==> config.mk <==
export PLATFORM = sky130hd
export DESIGN_NAME = txn_line_tracker
export DESIGN_NICKNAME = d
export VERILOG_FILES = /design/src/rtl/txl_pkg.sv /design/src/rtl/txl_match.sv /design/src/rtl/txl_free_pick.sv /design/src/rtl/txl_set_table.sv /design/src/rtl/txn_line_tracker.sv
export SDC_FILE = /design/constraint.sdc
export NUM_CORES = 1
export LEC_CHECK = 0
export BUFFER_PORTS_ARGS = -buffer_cell sky130_fd_sc_hd__buf_2
export CAP_MARGIN = 40
export CORE_ASPECT_RATIO = 1.75
export CORE_UTILIZATION = 58
export DETAILED_ROUTE_END_ITERATION = 6
export PLACE_DENSITY = 0.78
export RECOVER_POWER = 50
export SYNTH_ARGS = -nofsm -noshare
export SYNTH_HDL_FRONTEND = slang
export SYNTH_SLANG_ARGS = --single-unit
==> constraint.sdc <==
create_clock -name clk -period 2.4 [get_ports clk]
set_input_delay 0.48 -clock clk [delete_from_list [all_inputs] [get_ports clk]]
set_output_delay 0.48 -clock clk [all_outputs]
set_load 0.005 [all_outputs]
==> src/rtl/txl_pkg.sv <==
package txl_pkg;

  // Per-line permission marks held in one table entry
  typedef struct packed {
    logic rd;
    logic wr;
  } txl_marks_t;

  // Remote access against the marks of a matching line
  function automatic logic remote_clashes(input txl_marks_t m, input logic remote_write);
    return m.wr | (remote_write & m.rd);
  endfunction

endpackage

==> src/rtl/txl_match.sv <==
module txl_match #(
  parameter int N     = 16,
  parameter int TAG_W = 26
) (
  input  logic [N-1:0]            ent_valid,
  input  logic [N-1:0][TAG_W-1:0] ent_tag,
  input  logic [TAG_W-1:0]        key,
  output logic [N-1:0]            hit
);

  for (genvar i = 0; i < N; i++) begin : g_cmp
    assign hit[i] = ent_valid[i] && (ent_tag[i] == key);
  end

endmodule

==> src/rtl/txl_free_pick.sv <==
module txl_free_pick #(
  parameter int N = 16
) (
  input  logic [N-1:0] ent_valid,
  output logic [N-1:0] grant,
  output logic         any_free
);

  logic found;

  always_comb begin
    grant = '0;
    found = 1'b0;
    for (int i = 0; i < N; i++) begin
      if (!ent_valid[i] && !found) begin
        grant[i] = 1'b1;
        found    = 1'b1;
      end
    end
  end

  assign any_free = ~&ent_valid;

endmodule

==> src/rtl/txl_set_table.sv <==
module txl_set_table #(
  parameter int N     = 16,
  parameter int TAG_W = 26
) (
  input  logic                    clk,
  input  logic                    rst_n,
  input  logic                    clear,
  input  logic                    rec_en,
  input  logic                    rec_write,
  input  logic [TAG_W-1:0]        rec_tag,
  input  logic [N-1:0]            rec_hit,
  input  logic [N-1:0]            rec_alloc,
  output logic [N-1:0]            ent_valid,
  output logic [N-1:0][TAG_W-1:0] ent_tag,
  output txl_pkg::txl_marks_t [N-1:0] ent_marks
);
  import txl_pkg::*;

  for (genvar i = 0; i < N; i++) begin : g_ent
    logic       v_d;
    txl_marks_t m_d;
    logic       tag_en;

    always_comb begin
      v_d    = ent_valid[i];
      m_d    = ent_marks[i];
      tag_en = 1'b0;
      if (clear) begin
        v_d = 1'b0;
        m_d = '0;
      end else if (rec_en && rec_hit[i]) begin
        m_d.rd = ent_marks[i].rd | ~rec_write;
        m_d.wr = ent_marks[i].wr |  rec_write;
      end else if (rec_en && rec_alloc[i]) begin
        v_d    = 1'b1;
        m_d.rd = ~rec_write;
        m_d.wr = rec_write;
        tag_en = 1'b1;
      end
    end

    always_ff @(posedge clk or negedge rst_n) begin
      if (!rst_n) begin
        ent_valid[i] <= 1'b0;
        ent_marks[i] <= '0;
      end else begin
        ent_valid[i] <= v_d;
        ent_marks[i] <= m_d;
      end
    end

    always_ff @(posedge clk or negedge rst_n) begin
      if (!rst_n) begin
        ent_tag[i] <= '0;
      end else if (tag_en) begin
        ent_tag[i] <= rec_tag;
      end
    end
  end

endmodule

==> src/rtl/txn_line_tracker.sv <==
module txn_line_tracker #(
  parameter int ADDR_W    = 32,
  parameter int LINE_OFFS = 6,
  parameter int ENTRIES   = 16
) (
  input  logic              clk,
  input  logic              rst_n,
  input  logic              clear,
  input  logic              loc_valid,
  input  logic              loc_write,
  input  logic [ADDR_W-1:0] loc_addr,
  input  logic              snp_valid,
  input  logic              snp_write,
  input  logic [ADDR_W-1:0] snp_addr,
  output logic              conflict,
  output logic              overflow
);
  import txl_pkg::*;

  localparam int TAG_W = ADDR_W - LINE_OFFS;

  logic [TAG_W-1:0]              loc_tag, snp_tag;
  logic [ENTRIES-1:0]            ent_valid;
  logic [ENTRIES-1:0][TAG_W-1:0] ent_tag;
  txl_marks_t [ENTRIES-1:0]      ent_marks;
  logic [ENTRIES-1:0]            loc_hit, snp_hit, alloc_gnt, alloc_sel;
  logic [ENTRIES-1:0]            clash_vec;
  logic                          any_free, loc_any_hit, rec_en;
  logic                          snp_hit_r_any, snp_hit_w_any;
  logic                          conflict_evt, overflow_evt;
  logic                          conflict_d, overflow_d;
  logic                          conflict_q, overflow_q;

  // Line tags: byte offset within a line is dropped
  assign loc_tag = loc_addr[ADDR_W-1:LINE_OFFS];
  assign snp_tag = snp_addr[ADDR_W-1:LINE_OFFS];

  txl_match #(.N(ENTRIES), .TAG_W(TAG_W)) u_loc_match (
    .ent_valid (ent_valid),
    .ent_tag   (ent_tag),
    .key       (loc_tag),
    .hit       (loc_hit)
  );

  txl_match #(.N(ENTRIES), .TAG_W(TAG_W)) u_snp_match (
    .ent_valid (ent_valid),
    .ent_tag   (ent_tag),
    .key       (snp_tag),
    .hit       (snp_hit)
  );

  txl_free_pick #(.N(ENTRIES)) u_pick (
    .ent_valid (ent_valid),
    .grant     (alloc_gnt),
    .any_free  (any_free)
  );

  assign loc_any_hit = |loc_hit;
  assign alloc_sel   = loc_any_hit ? '0 : alloc_gnt;
  assign rec_en      = loc_valid & ~clear;

  txl_set_table #(.N(ENTRIES), .TAG_W(TAG_W)) u_tab (
    .clk       (clk),
    .rst_n     (rst_n),
    .clear     (clear),
    .rec_en    (rec_en),
    .rec_write (loc_write),
    .rec_tag   (loc_tag),
    .rec_hit   (loc_hit),
    .rec_alloc (alloc_sel),
    .ent_valid (ent_valid),
    .ent_tag   (ent_tag),
    .ent_marks (ent_marks)
  );

  // Snoop evaluation against the sets at the start of the cycle
  for (genvar i = 0; i < ENTRIES; i++) begin : g_clash
    assign clash_vec[i] = snp_hit[i] & remote_clashes(ent_marks[i], snp_write);
  end

  always_comb begin
    snp_hit_r_any = 1'b0;
    snp_hit_w_any = 1'b0;
    for (int i = 0; i < ENTRIES; i++) begin
      snp_hit_r_any = snp_hit_r_any | (snp_hit[i] & ent_marks[i].rd);
      snp_hit_w_any = snp_hit_w_any | (snp_hit[i] & ent_marks[i].wr);
    end
  end

  assign conflict_evt = snp_valid & ~clear & (|clash_vec);
  assign overflow_evt = rec_en & ~loc_any_hit & ~any_free;

  // Sticky flag next state
  always_comb begin
    conflict_d = conflict_q;
    overflow_d = overflow_q;
    if (clear) begin
      conflict_d = 1'b0;
      overflow_d = 1'b0;
    end else begin
      if (conflict_evt) conflict_d = 1'b1;
      if (overflow_evt) overflow_d = 1'b1;
    end
  end

  always_ff @(posedge clk or negedge rst_n) begin
    if (!rst_n) begin
      conflict_q <= 1'b0;
      overflow_q <= 1'b0;
    end else begin
      conflict_q <= conflict_d;
      overflow_q <= overflow_d;
    end
  end

  assign conflict = conflict_q;
  assign overflow = overflow_q;

endmodule

**Word-level counts from Yosys, hierarchy flattened**

Index checks and enable logic that the tools add are counted.

- Bits in registers: 466
- Input bits: 71
- Output and inout bits: 2
- Logic and storage cells: 542

- Eq/ne operators: 48
- Mux-type cells: 179
- Bitwise logic cells: 88
- Reductions and logical operators: 161

Operator list:

| operator | count |
|---|---|
| $eq 26x26->1 | 32 |
| $mux 1 | 130 |
| $mux 2 | 48 |
| $logic_and 1x1->1 | 79 |
| $or 1x1->1 | 48 |
| $reduce_bool 3->1 | 16 |
| $and 1x1->1 | 37 |
| $reduce_bool 2->1 | 18 |
| $ne 2x2->1 const B | 16 |
| $reduce_and 2->1 | 16 |
| $reduce_or 16->1 | 2 |
| $logic_not 1->1 | 29 |
| $mux 16 | 1 |
| $reduce_and 16->1 | 1 |
| $not 1->1 | 3 |

**Logic depth before layout (Yosys ltp)**

Gate-level depths: netlist of the first run.

- Word-level depth: 50
- Gate-level depth with buffers: 14
- Depth with buffers taken out: 8

**Hierarchy**

A second synthesis of the first run with hierarchy kept.

- Cell total of the unflattened synthesis: 2,451
- Area total of the unflattened synthesis: 28,862.7 um^2

Modules (own cells, without submodules):

| module | instances | cells an instance | area each (um^2) | sequential area each (um^2) |
|---|---|---|---|---|
| txl_set_table | 1 | 1,133 | 17,890.9 | 11,611.1 |
| txl_match | 2 | 612 | 5,152.4 | 0.0 |
| txn_line_tracker | 1 | 62 | 461.7 | 50.0 |
| txl_free_pick | 1 | 32 | 205.2 | 0.0 |

**Least setup slack after synthesis of the first run**

No wires, ideal clock.

- Kind: input -> register
- From: input loc_addr[22]
- To: register u_tab.ent_tag[328] (netlist bit)
- Setup time: 0.127 ns
- Arrival: 2.670 ns
- Required time: 2.273 ns
- Setup slack: -0.397 ns
- Cell stages on the path: 12
- Path buffers: 4
- Cells stage by stage: buf_2 > xor2_1 > or4_1 > and4bb_1 > nand4_1 > nand4_2 > nor2_2 > buf_6 > nand4_2 > buf_6 > buf_6 > mux2_1

- Cells in the longest elaborated chain, start to end: 8
- Elaborated cells between the ends (all ways): 39
- Those cells by class: 16 x eq/ne; 4 x mux; 19 x reduce/logical

Ends and longest elaborated chain:

| element | line | source |
|---|---|---|
| start: declaration | txn_line_tracker.sv:11 | `input logic [ADDR_W-1:0] loc_addr,` |
| $eq 26x26->1 | txl_match.sv:12 | `assign hit[i] = ent_valid[i] && (ent_tag[i] == key);` |
| $logic_and 1x1->1 | txl_match.sv:12 |  |
| $reduce_or 16->1 | txn_line_tracker.sv:58 | `assign loc_any_hit = \|loc_hit;` |
| $mux 16 | txn_line_tracker.sv:59 | `assign alloc_sel = loc_any_hit ? '0 : alloc_gnt;` |
| $logic_and 1x1->1 | txl_set_table.sv:34 | `end else if (rec_en && rec_alloc[i]) begin` |
| $mux 1 | txl_set_table.sv:34 |  |
| $mux 1 | txl_set_table.sv:31 | `end else if (rec_en && rec_hit[i]) begin` |
| $mux 1 | txl_set_table.sv:28 | `if (clear) begin` |
| end signal: indexed assignment | txl_set_table.sv:56 | `ent_tag[i] <= rec_tag;` |
| end: declaration | txl_set_table.sv:14 | `output logic [N-1:0][TAG_W-1:0] ent_tag,` |

Several ways; a longest one is shown, not always the timed one.
A chain may end at the register's enable or synchronous reset.

**Worst setup path in the final report of the first run**

- From: register u_tab.ent_tag[75] (netlist bit)
- To: register u_tab.ent_tag[397] (netlist bit)

- Cells in the longest elaborated chain, start to end: 8

Ends and longest elaborated chain:

| element | line |
|---|---|
| $eq 26x26->1 | txl_match.sv:12 |
| $logic_and 1x1->1 | txl_match.sv:12 |
| $reduce_or 16->1 | txn_line_tracker.sv:58 |
| $mux 16 | txn_line_tracker.sv:59 |
| $logic_and 1x1->1 | txl_set_table.sv:34 |
| $mux 1 | txl_set_table.sv:34 |
| $mux 1 | txl_set_table.sv:31 |
| $mux 1 | txl_set_table.sv:28 |

No other way between the ends.

==> metrics.txt, run 1 <==
status=finished with violations; failing checks=negative setup slack; cell area after layout=39,000 sq um; post-synthesis simple-gate area fraction=0.0958; crit path launch=u_tab.ent_tag[75]$_DFFE_PN0P_; M3 GR Usage=0.116; Hold Crit Start=loc_write; endpoints failing setup=466; #FFs+latches synth=466; WL final=121 mm; DR iter-0 viols=2,697; CP max FO=5; Netlist Area Pre-Place=28,500 sq um; Yosys top cell by area=dfrtp_1; most frequent cell after synthesis=dfrtp_1; worst setup margin=-722 ps; Total Routing Usage GR=0.485; Compound-Gate Fraction of Synth Area=0.0220; CORE AREA=48,600 sq um; Final ANT Viol Nets=0; dominant cells by area after synthesis=dfrtp_1, xnor2_1, xor2_1; PwrDens=555 nW/um^2; GPL Wtd Cong=1.04; crit-path cells=xor2_2 > or4_4 > and4bb_1 > nand4_1 > nand4_4 > buf_4 > buf_6 > nor4bb_4 > buf_12 > nand4_4 > buf_4 > buf_12 > mux2_2; Setup crit start kind=flop; syn_nets=2,548; Slew Viols, Final=0; CP Class=reg -> reg; fin crit share=1.30; per-cell routed wire length=30.9 um; io pins=73; peak per-stage delay on the critical path=550 ps; clock buffer depth=3; top_reg_cell synth=dfrtp_1; setup TNS after final layout=-287,970 ps; DR pass1 iterations=5; RR Startpoint=u_tab.ent_tag[75]$_DFFE_PN0P_; post-synth top area share=0.409; Cells after Synth=2,477; Synth Area in Adders=0; Tmin final=3120 ps; critical path capture point type=flop; die area=50,100 sq um; initial cell density of the core=0.586; vias per cell=6.31; MaxCap Viol Count=0; GRT Max-Usage Layer=met2; hpwl dp=85.1 mm; Yosys cell types=57; htree depth=2; Final Hold Vio Count=0; largest net degree at the start of global routing=85; # rows=107; CP Data Required Time=2870 ps; IO Port Bufs=60; NumNets Final=3,282; die width=170 um; routed vias=24,600; first-pass GRT wire length=173 mm; Syn Area/Cell=11.5 sq um; Die Y=295 um; top cells by instance count after synthesis=dfrtp_1, xnor2_1, xor2_1, mux2_2, nand4_1; CTS root buf=clkbuf_16; Post-synth EDFFs=0; setup repair after global routing missed its margin=true; antenna violations before repair=3; DP Worst Slack=-1370 ps; CTS Buf Count=47; met2 Use GR=0.755; share of cells above drive strength 1=0.443; clock-pin slew on the worst setup and hold paths=70 ps; worst slew pin tran=1350 ps; post-layout util=0.802; Hold WC Path Type=in -> reg; fmax=320 MHz; Area Overhead vs Synth=36.7%; Slew HR=0.102; multiplexer area fraction after synthesis=0.169; combinational family with the most area after synthesis=XOR/XNOR gates; Worst VDD drop=0.000735 V; met1 Use GR=0.532; total leakage power=0.0190 uW; CP Data Arrival Time=3590 ps; post-synthesis xor/xnor area fraction=0.255; Worst path slowest cell=or4_4; Async SR Flop Fraction=1.00; yosys synthesis warning count=0; worst-case clock skew=19.9 ps; dpl cell area=36,700 sq um; sequential area share after synthesis=0.409; Clk Latency, worst-skew pair=590 ps; Residual DRC=0; GR Overflow Total=0; vias in the first global route=26,300; clk sinks=466; CTS tree=yes
[power by group]
part | switching [uW] | internal (uW) | total [uW]
Sequential | 337 | 8270 | 8610
Combinational | 2670 | 2420 | 5090
Clock | 3350 | 4580 | 7930
[worst paths after layout]
| kind | endpoint | slack [ps] | cells after the start |
|---|---|---|---|
| max | u_tab.ent_tag[397]$_DFFE_PN0P_ | -720 | 13 |
| min | u_tab.ent_marks[31]$_DFFE_PN0P_ | 200 | 2 |
| max reg2reg | u_tab.ent_tag[397]$_DFFE_PN0P_ | -720 | 13 |
| min reg2reg | overflow$_DFFE_PN0P_ | 500 | 1 |
| max in group asynchronous | u_tab.ent_tag[16]$_DFFE_PN0P_ | 50 | 4 |
| min in group asynchronous | u_tab.ent_tag[59]$_DFFE_PN0P_ | 740 | 2 |
[area by class of cell]
class,instances,area (sq um)
Antenna cell,1,2.50
Clock buffer,73,1460
Clock inverter,9,145
Fill cell,2932,9630
Inverter,27,101
Multi-Input combinational cell,1772,16600
Sequential cell,466,11700
Tap cell,654,818
Timing Repair Buffer,897,8230
[state kept, by name, indices dropped and copies added, names as in the netlist]
signal / count
u_tab.ent_valid: 16
u_tab.ent_tag: 416
conflict: 1
overflow: 1
u_tab.ent_marks: 32
[logic make-up (layout without fill, tap and decap cells)]
| logic type | Yosys count | in the layout |
|---|---|---|
| DFF | 466 | 466 |
| muxes | 416 | 416 |
| other | 0 | 1 |
| buffers and inverters | 245 | 1006 |
| AOI/OAI and AO/OA | 88 | 88 |
| xor gates and xnor gates | 831 | 831 |
| and+or+nand+nor | 431 | 437 |
[critical path: cells and delay by family (launching register included)]
kind | cells | cell delay (ps)
mux | 1 | 340
flops | 1 | 420
simple gates | 6 | 1440
buf+inv | 5 | 630
xor+xnor | 1 | 170
[cells in the final DEF (no fill, tap or decap), types with 5 or more instances in the layout]
cell	synthesis	routed
nor3_1	23	22
nor2_1	30	30
buf_12	0	115
xnor2_1	422	418
clkinv_2	0	5
a21oi_1	21	21
buf_6	36	16
or4_1	20	19
buf_2	50	59
a31oi_4	0	5
inv_1	26	26
nor4_1	112	108
clkbuf_1	84	10
clkbuf_8	0	14
clkbuf_16	0	49
nand4_4	4	6
dfrtp_1	466	465
o2bb2ai_1	18	18
xor2_1	409	405
nand2_1	16	13
and3_4	2	8
o21ai_0	13	9
buf_4	39	695
o32ai_1	10	9
nand4_1	165	165
mux2_4	32	228
mux2_2	306	182
buf_16	0	7
nand3_1	8	8
nor2b_1	20	20
a21o_1	5	5
mux2_1	78	6
[metal layers]
metal  share of wire  up-vias
li1                -    10100
met1            0.34    12200
met2            0.45     1603
met3           0.092      756
met4            0.12        4
met5         0.00027        -
[per-stage QoR]
step	hold WS (ps)	std cells	power, uW
finish	197	3899	21600
floorplan	184	2477	11000
global route	205	3898	22100
CTS	193	3885	21400
global placement	423	3775	13500
detailed placement	423	3776	13600
[timing repair]
action | 4_1_cts | 5_1_grt
endpoints found under the setup margin | 466 | 466
pin swaps | 9 | 9
hold buffers | 1 | 0
cloned | 11 | 2
buffers inserted | 17 | 12
endpoints found under the hold margin | 35 | 0
resized for setup | 44 | 24
Power figures use the tool's default switching activity.
==> run 2, diff against run 1 <==
--- a/config.mk
+++ b/config.mk
@@ -15,3 +15,4 @@
 export SYNTH_ARGS = -nofsm -noshare
 export SYNTH_HDL_FRONTEND = slang
 export SYNTH_SLANG_ARGS = --single-unit
+export TNS_END_PERCENT = 30
==> run 2 against run 1 <==
Against the previous run:
- the run still ends with negative setup slack left
- clock power decreased by 3.8%
- final area barely moved
- count of clock-buffer cells in the layout down 2
- non-clock buffer count is 11 higher
- fmax is 4.6% lower
- critical path depth is the same
- sequential power is essentially flat
- critical path type is now in -> reg
- largest power group unchanged
==> metrics.txt, run 2 (synthesis gave the netlist of run 1 again) <==
Die Y=295 um; hold_ws=193 ps; vias per cell=6.44; CTS Buf Count=46; critical path capture point type=flop; largest net degree at the start of global routing=76; multi-input logic area=16,400 sq um; worst slew pin tran=1470 ps; Worst path slowest cell=xor2_1; CTS tree=yes; fmax=306 MHz; met1 Use GR=0.531; number of flip-flops in the largest register=416; total leakage power=0.0191 uW; most frequent cells in the layout=buf_4, dfrtp_1, xnor2_1; initial cell density of the core=0.586; clock-pin slew on the worst setup and hold paths=70 ps; CP Data Arrival Time=3760 ps; setup repair after global routing missed its margin=true; clk sinks=466; Clk Latency, worst-skew pair=610 ps; antenna violations before repair=8; vias in the first global route=26,600; register area=11,700 sq um; routed vias=25,200; fin crit share=1.36; PwrDens=546 nW/um^2; GPL Wtd Cong=1.07; status=finished with violations; die width=170 um; clock buffer depth=3; first-pass GRT wire length=170 mm; GRT Max-Usage Layer=met2; io pins=73; worst setup margin=-871 ps; crit-path cells=buf_2 > buf_4 > xor2_1 > nor4_1 > nand3_1 > nor4_2 > buf_4 > nor4_4 > buf_12 > nand4_1 > buf_12 > clkbuf_16 > mux2_1; Area Overhead vs Synth=36.6%; Worst VDD drop=0.000582 V; Tmin final=3270 ps; Filler cells=2,679; post-layout util=0.801; Final Hold Vio Count=0; NumNets Final=3,291; Hold WC Path Type=in -> reg; share of cells above drive strength 1=0.445; largest reg by FF count=u_tab.ent_tag; WL final=123 mm; die area=50,100 sq um; htree depth=2; CTS root buf=clkbuf_16; Final Power=21,300 uW; failing checks=negative setup slack; GR Overflow Total=0; CP max FO=12; IO Port Bufs=60; CORE AREA=48,600 sq um; CP Class=in -> reg; Final ANT Viol Nets=0; Layout Cells excl Fill=3,910; hpwl dp=82.4 mm; dpl cell area=36,400 sq um; largest registers=u_tab.ent_tag: 416 flops, u_tab.ent_marks: 32 flops, u_tab.ent_valid: 16 flops; endpoints failing setup=466; Residual DRC=0; met2 Use GR=0.743; # rows=107; Total Routing Usage GR=0.476; cell area after layout=38,900 sq um; DR iter-0 viols=2,673; Slew Viols, Final=0; Slew HR=0.0222; MaxCap Viol Count=0; per-cell routed wire length=31.5 um; Setup crit start kind=primary input; CP Data Required Time=2890 ps; commonest non-fill, non-tap cell in the layout=buf_4; DR pass1 iterations=7; Placed Cells=3,781; M3 GR Usage=0.118; worst-case clock skew=32.6 ps; peak per-stage delay on the critical path=640 ps
[run 2: cell count changes in the layout (fill, tap and decap cells not counted), sizes merged]
cell / change
and3: -1
clkinvlp: +1
clkinv: +2
diode: +3
bufinv: -3
clkbuf: +12
buf: -4
bufbuf: +1
[run 2: final cells by class]
cell class	count	share of cell area
diodes	4	0.000257
clock buffers	71	0.0375
clock inverters	9	0.00186
inverters	27	0.00260
multi-input cells	1771	0.420
flip-flops and latches	466	0.299
well taps	654	0.0210
repair buffers	908	0.217
[run 2: stage by stage]
| step | setup slack, ps | TNS, ps |
|---|---|---|
| floorplan | -363 | -107500 |
| global placement | -964 | -400680 |
| detailed placement | -1130 | -472730 |
| CTS | -458 | -166820 |
| global route | -770 | -294530 |
| finish | -871 | -329290 |
[run 2: power by group]
group          internal [uW]  leakage [uW]  total [uW]  switching (uW)
combinational           2410        0.0120        5020            2610
sequential              8270       0.00633        8600             329
clock                   4270      0.000762        7630            3360
[run 2: worst paths after layout]
kind	cells after the start	from	slack [ps]	end
max in group asynchronous	3	rst_n	190	u_tab.ent_tag[385]$_DFFE_PN0P_
setup reg to reg	11	u_tab.ent_tag[192]$_DFFE_PN0P_	-860	u_tab.ent_tag[363]$_DFFE_PN0P_
hold / removal	2	loc_write	190	u_tab.ent_marks[29]$_DFFE_PN0P_
min in group asynchronous	2	rst_n	770	u_tab.ent_tag[108]$_DFFE_PN0P_
hold reg to reg	2	u_tab.ent_marks[10]$_DFFE_PN0P_	550	u_tab.ent_marks[10]$_DFFE_PN0P_
setup / recovery	13	loc_addr[16]	-870	u_tab.ent_tag[363]$_DFFE_PN0P_
[run 2: worst max-delay path: cells and delay by family]
family	cells	cell delay (ps)
buffers and inverters	6	1300
and+or+nand+nor	5	1010
xor gates and xnor gates	1	640
muxes	1	320
[run 2: repair_timing]
action,CTS,global route
resized for setup,38,84
setup endpoints to repair,465,466
hold buffers,1,0
gates cloned,9,10
pin swaps,16,18
setup buffers,16,12
hold endpoints to repair,30,0
[run 2: layer usage]
| layer | part of all wire | vias up |
|---|---|---|
| li1 | - | 10100 |
| met2 | 0.44 | 1920 |
| met3 | 0.11 | 835 |
| met5 | 0.00047 | - |
| met1 | 0.32 | 12400 |
| met4 | 0.12 | 8 |
